$ cat src/rtl/alu8_pkg.sv
package alu8_pkg;
  localparam int OP_W = 4;

  typedef enum logic [OP_W-1:0] {
    OP_ADD = 4'd0,
    OP_SUB = 4'd1,
    OP_OR  = 4'd2,
    OP_AND = 4'd3,
    OP_NOT = 4'd4,
    OP_ASR = 4'd5,
    OP_ASL = 4'd6,
    OP_SWP = 4'd7
  } alu_op_e;

  // field order sets bit positions: s is bit 3, c is bit 0
  typedef struct packed {
    logic s;
    logic z;
    logic v;
    logic c;
  } alu_flags_t;
endpackage

$ cat src/rtl/alu8_arith.sv
module alu8_arith #(
  parameter int W = 8
) (
  input  logic [W-1:0] a_i,
  input  logic [W-1:0] b_i,
  input  logic         sub_i,
  output logic [W-1:0] res_o,
  output logic         v_o,
  output logic         c_o
);
  localparam int MSB = W - 1;

  logic [W-1:0] b_eff;
  logic [W:0]   sum;

  // subtract as a + ~b + 1 on the same adder
  assign b_eff = sub_i ? ~b_i : b_i;
  assign sum   = {1'b0, a_i} + {1'b0, b_eff} + {{W{1'b0}}, sub_i};
  assign res_o = sum[W-1:0];
  // carry-out of a + ~b + 1 is the inverse of borrow
  assign c_o   = sub_i ? ~sum[W] : sum[W];
  assign v_o   = (a_i[MSB] == b_eff[MSB]) && (res_o[MSB] != a_i[MSB]);

  always_comb begin
    if (sub_i)
      AST_SUB_RESULT: assert (res_o == W'(a_i - b_i));
  end
endmodule

$ cat src/rtl/alu8_logic.sv
module alu8_logic import alu8_pkg::*; #(
  parameter int W = 8
) (
  input  logic [OP_W-1:0] op_i,
  input  logic [W-1:0]    a_i,
  input  logic [W-1:0]    b_i,
  output logic [W-1:0]    res_o
);
  localparam int HALF = W / 2;

  logic [W-1:0] swapped;
  assign swapped = {a_i[HALF-1:0], a_i[W-1:HALF]};

  always_comb begin
    case (op_i)
      OP_OR:   res_o = a_i | b_i;
      OP_AND:  res_o = a_i & b_i;
      OP_NOT:  res_o = ~a_i;
      OP_SWP:  res_o = swapped;
      default: res_o = '0;
    endcase
  end

  always_comb begin
    if (op_i == OP_SWP)
      AST_SWAP_ROUNDTRIP: assert ({res_o[HALF-1:0], res_o[W-1:HALF]} == a_i);
  end
endmodule

$ cat src/rtl/alu8_shift.sv
module alu8_shift #(
  parameter int W = 8
) (
  input  logic [W-1:0] a_i,
  input  logic         left_i,
  output logic [W-1:0] res_o,
  output logic         v_o,
  output logic         c_o
);
  localparam int MSB = W - 1;

  always_comb begin
    if (left_i) begin
      res_o = {a_i[MSB-1:0], 1'b0};
      c_o   = a_i[MSB-1];
      v_o   = a_i[MSB] ^ a_i[MSB-1];
    end else begin
      res_o = {a_i[MSB], a_i[MSB:1]};
      c_o   = a_i[0];
      v_o   = 1'b0;
    end
  end

  always_comb begin
    if (!left_i)
      AST_ASR_SIGN_KEPT: assert (res_o[MSB] == a_i[MSB]);
  end
endmodule

$ cat src/rtl/alu8.sv
module alu8 import alu8_pkg::*; #(
  parameter int W = 8
) (
  input  logic [W-1:0]    a_i,
  input  logic [W-1:0]    b_i,
  input  logic [OP_W-1:0] op_i,
  output logic [W-1:0]    res_o,
  output logic [3:0]      flags_o
);
  localparam int MSB = W - 1;

  logic [W-1:0] ar_res, lg_res, sh_res, res;
  logic         ar_v, ar_c, sh_v, sh_c, v, c;
  alu_flags_t   flags;

  alu8_arith #(.W(W)) u_arith (
    .a_i   (a_i),
    .b_i   (b_i),
    .sub_i (op_i == OP_SUB),
    .res_o (ar_res),
    .v_o   (ar_v),
    .c_o   (ar_c)
  );

  alu8_logic #(.W(W)) u_logic (
    .op_i  (op_i),
    .a_i   (a_i),
    .b_i   (b_i),
    .res_o (lg_res)
  );

  alu8_shift #(.W(W)) u_shift (
    .a_i    (a_i),
    .left_i (op_i == OP_ASL),
    .res_o  (sh_res),
    .v_o    (sh_v),
    .c_o    (sh_c)
  );

  always_comb begin
    res = '0;
    v   = 1'b0;
    c   = 1'b0;
    case (op_i)
      OP_ADD, OP_SUB: begin
        res = ar_res;
        v   = ar_v;
        c   = ar_c;
      end
      OP_OR, OP_AND, OP_NOT, OP_SWP: res = lg_res;
      OP_ASR, OP_ASL: begin
        res = sh_res;
        v   = sh_v;
        c   = sh_c;
      end
      default: ;
    endcase
  end

  assign flags.s = res[MSB];
  assign flags.z = (res == '0);
  assign flags.v = v;
  assign flags.c = c;
  assign res_o   = res;
  assign flags_o = flags;

  always_comb begin
    if (op_i == OP_ADD)
      AST_ADD_CARRY: assert (flags_o[0] == (({1'b0, a_i} + {1'b0, b_i}) > (W+1)'({W{1'b1}})));
    if (op_i == OP_SUB)
      AST_SUB_BORROW: assert (flags_o[0] == (a_i < b_i));
    if (op_i inside {OP_OR, OP_AND, OP_NOT})
      AST_NO_OVERFLOW: assert (flags_o[1:0] == 2'b00);
    if (op_i == OP_ASL)
      AST_ASL_CARRY: assert (flags_o[0] == a_i[MSB-1] && res_o[0] == 1'b0);
    if (op_i > OP_SWP)
      AST_UNUSED_ZERO: assert (res_o == '0 && flags_o == 4'b0100);
  end
endmodule

$ cat config.mk
export PLATFORM = sky130hd
export DESIGN_NAME = alu8
export DESIGN_NICKNAME = d
export VERILOG_FILES = /design/src/rtl/alu8_pkg.sv /design/src/rtl/alu8_arith.sv /design/src/rtl/alu8_logic.sv /design/src/rtl/alu8_shift.sv /design/src/rtl/alu8.sv
export SDC_FILE = /design/constraint.sdc
export NUM_CORES = 1
export LEC_CHECK = 0
export BUFFER_PORTS_ARGS = -buffer_cell sky130_fd_sc_hd__buf_2
export CAP_MARGIN = 20
export CELL_PAD_IN_SITES_DETAIL_PLACEMENT = 1
export CELL_PAD_IN_SITES_GLOBAL_PLACEMENT = 2
export CORE_ASPECT_RATIO = 1.1
export CORE_MARGIN = 2
export CORE_UTILIZATION = 28
export DETAILED_ROUTE_END_ITERATION = 10
export PLACE_DENSITY = 0.91
export REMOVE_ABC_BUFFERS = 1
export SLEW_MARGIN = 30
export SYNTH_ARGS = -nofsm -noshare
export SYNTH_HDL_FRONTEND = slang
export SYNTH_HIERARCHICAL = 1
export SYNTH_SLANG_ARGS = --single-unit
$ cat constraint.sdc
create_clock -name vclk -period 3.8
set_input_delay 0.38 -clock vclk [all_inputs]
set_output_delay 0.38 -clock vclk [all_outputs]
set_load 0.03 [all_outputs]
==> flow_metrics.tcl <==
set metrics [dict create \
    viasPerCell 5.42 \
    syn_to_final_growth_pct 18.6 \
    antenna_found_initial 0 \
    synth_area_leaders "xor2_1 (8.4%), ha_1 (8.0%), mux2_4 (6.0%)" \
    cp-start-kind "primary input" \
    yosysUniqueCellTypes 42 \
    setup_viol 0 \
    rsz0062_at_grt "no" \
    floorplan.rows 25 \
    dp_hpwl_um 3240 \
    place.port_buffers 32 \
    seq_area_frac_synth 0 \
    cap_viol_max_count 0 \
    layout.nets 239 \
    yosysTopAreaCell "xor2_1" \
    die_area_um2 5030 \
    p_leak_uw 0.000692 \
    tightest_slew_ps 495 \
    total_power_uw 230 \
    outcome "finished, final reports clean" \
    hold_violations 0 \
    synth_most_common_cell "nand2_1" \
    drc 0 \
    drtIter0Drc 99 \
    clkbuf_count 0 \
    syn_inst 179 \
    path_max_fanout 5 \
    coreArea_um2 4320 \
    seq_cell_count 0 \
    crit_required_ps 3420 \
    slew_viol_final 0 \
    fin_crit_ps 3590 \
    grt_pass1_vias 1373 \
    crit_chain "buf_2, nor3_2, and2_4, buf_4, buf_4, xor2_1, ha_2, nor2_1, a32oi_1, o21ai_2, xnor2_1, and2_1, a221o_1, nor3_1, and3_1, buf_2" \
    grt_max_degree 28 \
    ctsResizeCount 0 \
    cpPeakStageDelay_ps 300 \
    multi_input_area_um2 1170 \
    die_w_um 67.8 \
    crit_slowest_cell "a221o_1" \
    io_pins 32 \
    crit_start "op_i[1]" \
    place_congestion 0.884 \
    hold_buffers 0 \
    initial_core_util 0.291 \
    drt_pass1_iterations 4 \
    p_per_area_nw_per_um2 155 \
    drive_above_1_share 0.279 \
    antenna_left 0 \
    end_kind "output port" \
    wl_um 3990 \
    num_vias 1419 \
    num_antenna_cells 0 \
    wl_per_cell_um 15.2 \
    die_h_um 74.2 \
    grt-ovfl-total 0 \
    track_usage 0.162 \
    cts_setup_buffers 0 \
    criticalPathCategory "primary input to output port" \
    fmax_mhz 279 \
    fin_crit_sh 0.944 \
    syn_avg_cell_area_um2 7.01 \
    regArea_um2 0 \
    netlist.area_leader.share 0.0837 \
    syn_area_um2 1250 \
    yosysWarnings 6 \
    hold_class "primary input to output port" \
    synth_common_cells "nand2_1 (16), nor2_1 (15), xor2_1 (12)" \
    worst_hold_startpoint "a_i[5]" \
    ir_drop_mv 0.0326 \
    grt_pass1_wl_um 6510 \
    fillers 570 \
    crit_arrival_ps 3210 \
    post-route-util 0.345 \
    whs_ps 1400 \
    relSlewSlack 0.670 \
]
## path summary, 6_finish.rpt
| check | endpoint | cells past startpoint |
|---|---|---|
| hold / removal | res_o[6] | 5 |
| setup / recovery | flags_o[2] | 16 |
## routing by layer
metal  GRT usage  up-vias  wire length, µm
met5           0        -                0
met4      0.0267        0               48
met3     0.00756        4              114
met2       0.300       25             2050
met1       0.210      672             1770
li1            -      718                -
## report_power, final
group | total (µW) | internal (µW) | leakage (µW) | switching (µW)
combinational | 230 | 92.1 | 0.000692 | 138
sequential | 0 | 0 | 0 | 0
clock | 0 | 0 | 0 | 0
total | 230 | 92.1 | 0.000692 | 138
## cell families after synthesis
kind of cell / Yosys count / share of synthesized area
buf+inv: 19 / 0.0927
compound gates: 57 / 0.316
xor+xnor: 16 / 0.112
mux: 8 / 0.0847
fa+ha+maj: 9 / 0.0957
simple gates: 70 / 0.299
## layout by cell type (no fill, tap or decap), types with 2 or more instances in the layout
cell type   n
o21ai_0     7
mux2i_1     2
xor2_2      2
a32oi_1     4
a31oi_1    10
nand3_1     4
nor2b_1     6
a21o_1      4
nor2_1     15
nor3b_1     2
nor3_1      7
xnor2_1     4
a221o_1     4
o21ai_2     2
nand2b_1    2
a21oi_1     7
mux2_4      5
and3_1      2
nand2_1    16
inv_1       7
buf_4       9
ha_1        7
xor2_1     10
o2bb2ai_1   8
a22o_1      2
buf_2      32
and2_1      5
o21ai_1     6
nor3_2      3
## metrics by stage
step                std cells  setup TNS (ps)  instance area (µm²)  worst slack, ps
floorplan                 167            -125                 1160             -125
global placement          262               0                 1460              113
detailed placement        262               0                 1460             1.59
CTS                       262               0                 1460            0.623
global route              262               0                 1490             6.63
finish                    262               0                 1490              213
## final cells by class
cell class                 instances  share of cell area
timing repair buffer              41               0.153
multi-input combinational        160               0.784
inverter                           7              0.0176
tap                               54              0.0454
## critical path: cells and delay by family
family          cells  cell delay, ps
xor+xnor            2             280
buf+inv             4             590
compound gates      3             650
simple gates        6            1060
fa+ha+maj           1             240
No activity file was read; power rests on OpenSTA's default activity.
